==> config.mk <==
export PLATFORM = sky130hd
export DESIGN_NAME = brg_err_irq_stat
export DESIGN_NICKNAME = d
export VERILOG_FILES = /design/src/rtl/brg_err_pkg.sv /design/src/rtl/brg_err_evt_dec.sv /design/src/rtl/brg_err_w1c_bank.sv /design/src/rtl/brg_err_irq_stat.sv
export SDC_FILE = /design/constraint.sdc
export NUM_CORES = 1
export LEC_CHECK = 0
export ABC_AREA = 1
export BUFFER_PORTS_ARGS = -buffer_cell sky130_fd_sc_hd__buf_2
export CAP_MARGIN = 15
export CORE_MARGIN = 5
export CORE_UTILIZATION = 32
export DETAILED_ROUTE_END_ITERATION = 8
export GPL_TIMING_DRIVEN = 0
export PLACE_DENSITY = 0.82
export SLEW_MARGIN = 20
export SYNTH_ARGS = -nofsm -noshare
export SYNTH_HDL_FRONTEND = slang
export SYNTH_HIERARCHICAL = 1
export SYNTH_SLANG_ARGS = --single-unit
==> constraint.sdc <==
create_clock -name clk_i -period 0.8 [get_ports clk_i]
set_clock_uncertainty 0.05 [all_clocks]
set_input_delay 0.16 -clock clk_i [delete_from_list [all_inputs] [get_ports clk_i]]
set_output_delay 0.16 -clock clk_i [all_outputs]
set_load 0.1 [all_outputs]
==> src/rtl/brg_err_pkg.sv <==
package brg_err_pkg;
    localparam int DATA_W = 32;
    localparam int NEV    = 7;
    localparam int NMAIN  = 6;
    localparam int MAIN_W = 16;
    localparam int PS_W   = 2;

    localparam int B_MPE  = 0;
    localparam int B_STA  = 1;
    localparam int B_RTA  = 2;
    localparam int B_RMA  = 3;
    localparam int B_SERR = 4;
    localparam int B_DPE  = 5;
    localparam int B_PST  = 6;

    typedef enum logic [PS_W-1:0] {
        PS_D0 = 2'b00,
        PS_D1 = 2'b01,
        PS_D2 = 2'b10,
        PS_D3 = 2'b11
    } pstate_e;

    // Position in the main status word of the copy of status bit k (k = 0..5)
    function automatic int main_pos(input int k);
        return (k == 0) ? 8 : k + 10;
    endfunction
endpackage

==> src/rtl/brg_err_evt_dec.sv <==
module brg_err_evt_dec
    import brg_err_pkg::*;
(
    input  logic            pwr_wr_i,
    input  logic [PS_W-1:0] pwr_old_i,
    input  logic [PS_W-1:0] pwr_new_i,
    input  logic            wdpe_tgt_i,
    input  logic            rdpe_mst_i,
    input  logic            adpe_i,
    input  logic            serr_i,
    input  logic            mabt_mst_i,
    input  logic            tabt_mst_i,
    input  logic            tabt_tgt_i,
    input  logic            perr_i,
    input  logic            perr_mst_i,
    input  logic            par_chk_en_i,
    output logic [NEV-1:0]  ev_o
);
    logic to_d0, to_d3;

    always_comb begin
        to_d0 = (pwr_old_i == PS_D3) && (pwr_new_i == PS_D0);
        to_d3 = (pwr_old_i == PS_D0) && (pwr_new_i == PS_D3);
        ev_o          = '0;
        ev_o[B_PST]   = pwr_wr_i && (to_d0 || to_d3);
        ev_o[B_DPE]   = wdpe_tgt_i || rdpe_mst_i || adpe_i;
        ev_o[B_SERR]  = serr_i;
        ev_o[B_RMA]   = mabt_mst_i;
        ev_o[B_RTA]   = tabt_mst_i;
        ev_o[B_STA]   = tabt_tgt_i;
        ev_o[B_MPE]   = perr_i && perr_mst_i && par_chk_en_i;
    end
endmodule

==> src/rtl/brg_err_w1c_bank.sv <==
module brg_err_w1c_bank #(
    parameter int W = 7
) (
    input  logic         clk_i,
    input  logic         rst_ni,
    input  logic [W-1:0] set_i,
    input  logic         clr_en_i,
    input  logic [W-1:0] clr_i,
    output logic [W-1:0] q_o
);
    typedef struct packed {
        logic [W-1:0] stat;
    } bank_t;

    bank_t st_d, st_q;

    always_comb begin
        st_d = st_q;
        for (int b = 0; b < W; b++) begin
            if (set_i[b])
                st_d.stat[b] = 1'b1;
            else if (clr_en_i && clr_i[b])
                st_d.stat[b] = 1'b0;
        end
    end

    always_ff @(posedge clk_i) begin
        if (!rst_ni) st_q <= '0;
        else         st_q <= st_d;
    end

    assign q_o = st_q.stat;
endmodule

==> src/rtl/brg_err_irq_stat.sv <==
module brg_err_irq_stat
    import brg_err_pkg::*;
(
    input  logic              clk_i,
    input  logic              rst_ni,
    input  logic              pwr_wr_i,
    input  logic [PS_W-1:0]   pwr_old_i,
    input  logic [PS_W-1:0]   pwr_new_i,
    input  logic              wdpe_tgt_i,
    input  logic              rdpe_mst_i,
    input  logic              adpe_i,
    input  logic              serr_i,
    input  logic              mabt_mst_i,
    input  logic              tabt_mst_i,
    input  logic              tabt_tgt_i,
    input  logic              perr_i,
    input  logic              perr_mst_i,
    input  logic              par_chk_en_i,
    input  logic [NEV-1:0]    evt_mask_i,
    input  logic              lb_wr_en_i,
    input  logic [NEV-1:0]    lb_clr_i,
    output logic [DATA_W-1:0] lb_rd_data_o,
    output logic [DATA_W-1:0] cfg_rd_data_o,
    input  logic              main_clr_en_i,
    input  logic [NMAIN-1:0]  main_clr_i,
    output logic [MAIN_W-1:0] main_stat_o,
    output logic              irq_o
);
    logic [NEV-1:0]   ev_raw;
    logic [NEV-1:0]   ev_loc;
    logic [NEV-1:0]   loc_q;
    logic [NMAIN-1:0] main_q;

    brg_err_evt_dec u_dec (
        .pwr_wr_i     (pwr_wr_i),
        .pwr_old_i    (pwr_old_i),
        .pwr_new_i    (pwr_new_i),
        .wdpe_tgt_i   (wdpe_tgt_i),
        .rdpe_mst_i   (rdpe_mst_i),
        .adpe_i       (adpe_i),
        .serr_i       (serr_i),
        .mabt_mst_i   (mabt_mst_i),
        .tabt_mst_i   (tabt_mst_i),
        .tabt_tgt_i   (tabt_tgt_i),
        .perr_i       (perr_i),
        .perr_mst_i   (perr_mst_i),
        .par_chk_en_i (par_chk_en_i),
        .ev_o         (ev_raw)
    );

    assign ev_loc = ev_raw & ~evt_mask_i;

    brg_err_w1c_bank #(.W(NEV)) u_loc (
        .clk_i    (clk_i),
        .rst_ni   (rst_ni),
        .set_i    (ev_loc),
        .clr_en_i (lb_wr_en_i),
        .clr_i    (lb_clr_i),
        .q_o      (loc_q)
    );

    brg_err_w1c_bank #(.W(NMAIN)) u_main (
        .clk_i    (clk_i),
        .rst_ni   (rst_ni),
        .set_i    (ev_raw[NMAIN-1:0]),
        .clr_en_i (main_clr_en_i),
        .clr_i    (main_clr_i),
        .q_o      (main_q)
    );

    always_comb begin
        main_stat_o = '0;
        for (int k = 0; k < NMAIN; k++)
            main_stat_o[main_pos(k)] = main_q[k];
    end

    assign lb_rd_data_o  = {{(DATA_W-NEV){1'b0}}, loc_q};
    assign cfg_rd_data_o = lb_rd_data_o;
    assign irq_o         = |loc_q;
endmodule

# Word level (Yosys, flattened, before mapping)
# Cells that the tools add are included.
[totals]
latchBits = 0
input_bits = 39
rom_bits = 0
output_inout_bits = 81
register_bits = 13
elab_cells = 80
n_memories = 0
ramBits = 0
[op_classes]
n_mul = 0
n_mux = 26
bitwise = 2
div = 0
reduce_logical = 37
n_shift = 0
order_cmp = 0
n_eq_ne = 2
addsub = 0
[ops]
columns = ["op", "count"]
rows = [
  ["two-way mux 1 bit", 26],
  ["nonzero test 2 bit", 13],
  ["logical AND 1 bit", 18],
  ["AND 7 bit", 1],
  ["inverter 7 bit", 1],
  ["OR reduction 7 bit", 1],
  ["equality test 2 bit, second input constant", 2],
  ["zero test 2 bit", 2],
  ["logical OR 1 bit", 3],
]

# Longest topological paths before layout
[depth]
ltp_word = 6
mapped_depth = 8
mapped_depth_nobuf = 8

# By module
# The synthesis kept the hierarchy.
[by_module_without_submodules]
columns = ["mod", "area_per_inst_um2", "cells_per_inst", "n_inst", "seq_area_each_um2"]
rows = [
  ["brg_err_irq_stat", 604.3, 94, 1, 0.0],
  ["brg_err_w1c_bank at u_loc", 261.5, 36, 1, 140.1],
  ["brg_err_w1c_bank at u_main", 225.2, 31, 1, 120.1],
  ["brg_err_evt_dec", 77.6, 16, 1, 0.0],
]

# Worst setup path before layout
# Ideal clock, no wire load.
[synth_path]
path_type = "register -> output"
start = "register u_loc.st_q, in the netlist u_loc/q_o[4]"
end = "output irq_o"
n_path_buf = 0
arrival_time_ps = 1865
slack_ps = -1275
required_ps = 590
stages_incl_launch_ff = 5
cell_sequence = "dfxtp_1 -> inv_1 -> nand2_1 -> nor2_1 -> nand2_1"
[synth_via]
elab_chain_len = 1
[synth_lines]
columns = ["element", "line_no", "source"]
rows = [
  ["start, declared", "brg_err_w1c_bank.sv:15", "bank_t st_d, st_q;"],
  ["start signal, assigned", "brg_err_w1c_bank.sv:29", "else st_q <= st_d;"],
  ["OR reduction 7 bit", "brg_err_irq_stat.sv:79", "assign irq_o = |loc_q;"],
  ["end, declared", "brg_err_irq_stat.sv:27", "output logic irq_o"],
]
# Every way passes these cells.

# Final worst setup path
[layout_path]
start = "register u_loc.st_q, in the netlist u_loc/q_o[0]"
end = "output irq_o"
# The elaborated chain is that of the path after synthesis.

==> impl_results.md <==
- Status: finished, violations left
- Failing checks: setup timing
- Syn Area/Cell: 6.60 µm²
- Mapped Area: 0.00117 mm²
- First-pass GRT wire length: 5440 µm
- Initial core utilization: 0.324
- First-pass iteration count of the detailed router: 4
- Worst skew pair latency: 240 ps
- Iteration-0 DRC Markers: 18
- Total wire length: 3710 µm
- Peak fanout along the critical path: 4
- Max-cap violations: 0
- Largest net degree at the start of global routing: 8
- Synth top cells by count: 71 x buf_4, 35 x nand2_1, 29 x inv_1
- Hold Fails Final Rpt: 0
- GRT Max-Usage Layer: met2
- Most common cell in the netlist: buf_4
- FF+latch count, synth: 13
- RSZ-0062 raised after global routing: true
- Vias post-DR: 1227
- Grt ovf: 0
- Initial antenna violation count: 0
- M1 GR Usage: 0.132
- Share of the synthesized area in the top cell type: 0.456
- Sequential-to-total area share from yosys stat: 0.223
- Longest Clk Path Bufs: 2
- Leakage power: 1.35 nW
- Pwr/cell area: 1700 mW/mm²
- Hold_buf cts: 0
- Vias in the first global route: 1193
- CP arrival: 1100 ps
- GRT Total Usage: 0.135
- Hold Path Class: in -> reg
- Num CTS Buffers: 3
- Met3 Use GR: 0.0360
- Count of cell types in the netlist: 9
- EDFF count, synth: 0
- Ant diodes: 0
- Core footprint: 0.00361 mm²
- Met2 usage: 0.266
- Sinks on Clock Net: 13
- Post-synthesis async set-or-reset flop share: 0
- Maximum clock rate: 0.764 GHz
- CTS Root Buffer Type: clkbuf_8
- Vias per inst: 3.47
- I/O pin cnt: 120
- Die height: 70.4 µm
- Net count, final: 346
- CP Capture Type: output pin
- P&R area growth vs syn: 97.8%
- Minimum clock period: 1310 ps
- Post-route DRC: 0
- Hold_ws: 110 ps
- Setup-failing EPs final: 23
- # placed instances: 339
- Syn. warnings: 6
- Peak VDD IR: 0.919 mV
- Detail-routed net length per standard cell: 10.5 µm
- Post-route ant nets: 0
- Row cnt: 22
- Post-route clock period utilization: 1.64
- Worst-path clk slew: 50 ps
- Post-route worst setup slack: -509 ps
- Main synth FF type: dfxtp_1
- H-tree level count: 1
- Worst setup SP type: flip-flop
- Share of cells above drive strength 1: 0.565
- Synth top area cells: buf_4 46%, dfxtp_1 22%, nand2_1 11%
- Synth Instances: 177
- PortBufs: 55
- RePlAce Congestion: 0.791
- Die area: 0.00496 mm²
- Post-DP HPWL: 2480 µm
- Yosys top cell by area: buf_4
- Crit path kind: reg -> out
- Worst Path Required: 590 ps
- CTS tree: done
- DIE WIDTH: 70.4 µm
- Finished Layout Cells: 354
- Max-slew violations: 0
[sequential cells by signal, indices dropped and copies added (netlist names)]
signal and cells:
u_main/q_o 6, u_loc/q_o 7
[worst paths after layout]
kind / startpoint / end / slack [ps] / cells after the start
max: u_loc/q_o[0] / irq_o / -510 / 5
min: evt_mask_i[5] / u_loc/q_o[5] / 110 / 4
max reg2reg: u_loc/q_o[4] / u_loc/q_o[4] / -170 / 5
min reg2reg: u_main/q_o[4] / u_main/q_o[4] / 440 / 2
[what timing repair did]
item,in CTS,in global routing
pin swaps,3,1
endpoints found under the setup margin,21,23
buffers inserted,8,7
gates resized for setup,93,10
[critical path: stages (launching register included)]
cell and delay (ps):
dfxtp_4 350, inv_2 60, nand2_2 80, nor2_4 150
nand2_4 60, buf_12 160
[layout make-up]
class / instances / area, µm²
plain buffers: 68 / 529
flip-flops and latches: 13 / 309
repair buffers: 69 / 722
inverters: 29 / 109
fillers: 293 / 1290
multi-input cells: 123 / 537
clock buffers: 4 / 45.0
well taps: 48 / 60.1
[power breakdown]
group          leakage, nW  internal (mW)  switching (mW)
registers            0.116          0.673          0.0438
logic                 1.21          0.666            1.98
clock network       0.0228          0.351           0.225
[routing by layer]
metal,part of all wire,wire [µm],up-vias
li1,-,-,641
met4,0.0075,28,0
met2,0.56,2090,68
met5,0,0,-
met3,0.11,395,2
met1,0.32,1200,516
[layout by cell type (no fill, tap or decap), drive strengths merged]
cell and instances:
a21oi 13, and3 1, buf 137, clkbuf 4, conb 60, dfxtp 13
inv 29, nand2 35, nor2 14
[stage by stage]
stage          instance area (µm²)  setup slack (ps)  power [mW]  setup TNS (ps)   util
6_report                      2310              -509        3.94           -6100  0.641
5_1_grt                       2310              -542        4.08           -6690  0.641
4_1_cts                       2240              -448        3.88           -5780  0.622
3_5_place_dp                  1830              -371        3.01           -4490  0.507
3_3_place_gp                  1830              -370        3.00           -4460  0.507
2_1_floorplan                 1490              -343        2.84           -2350      -
[cell families after synthesis]
family                 after synthesis  synth area share
other                                1           0.00321
buffers and inverters              100             0.549
and+or+nand+nor                     50             0.163
AOI/OAI and AO/OA                   13            0.0621
DFF                                 13             0.223
No activity file was read; power rests on OpenSTA's default activity.
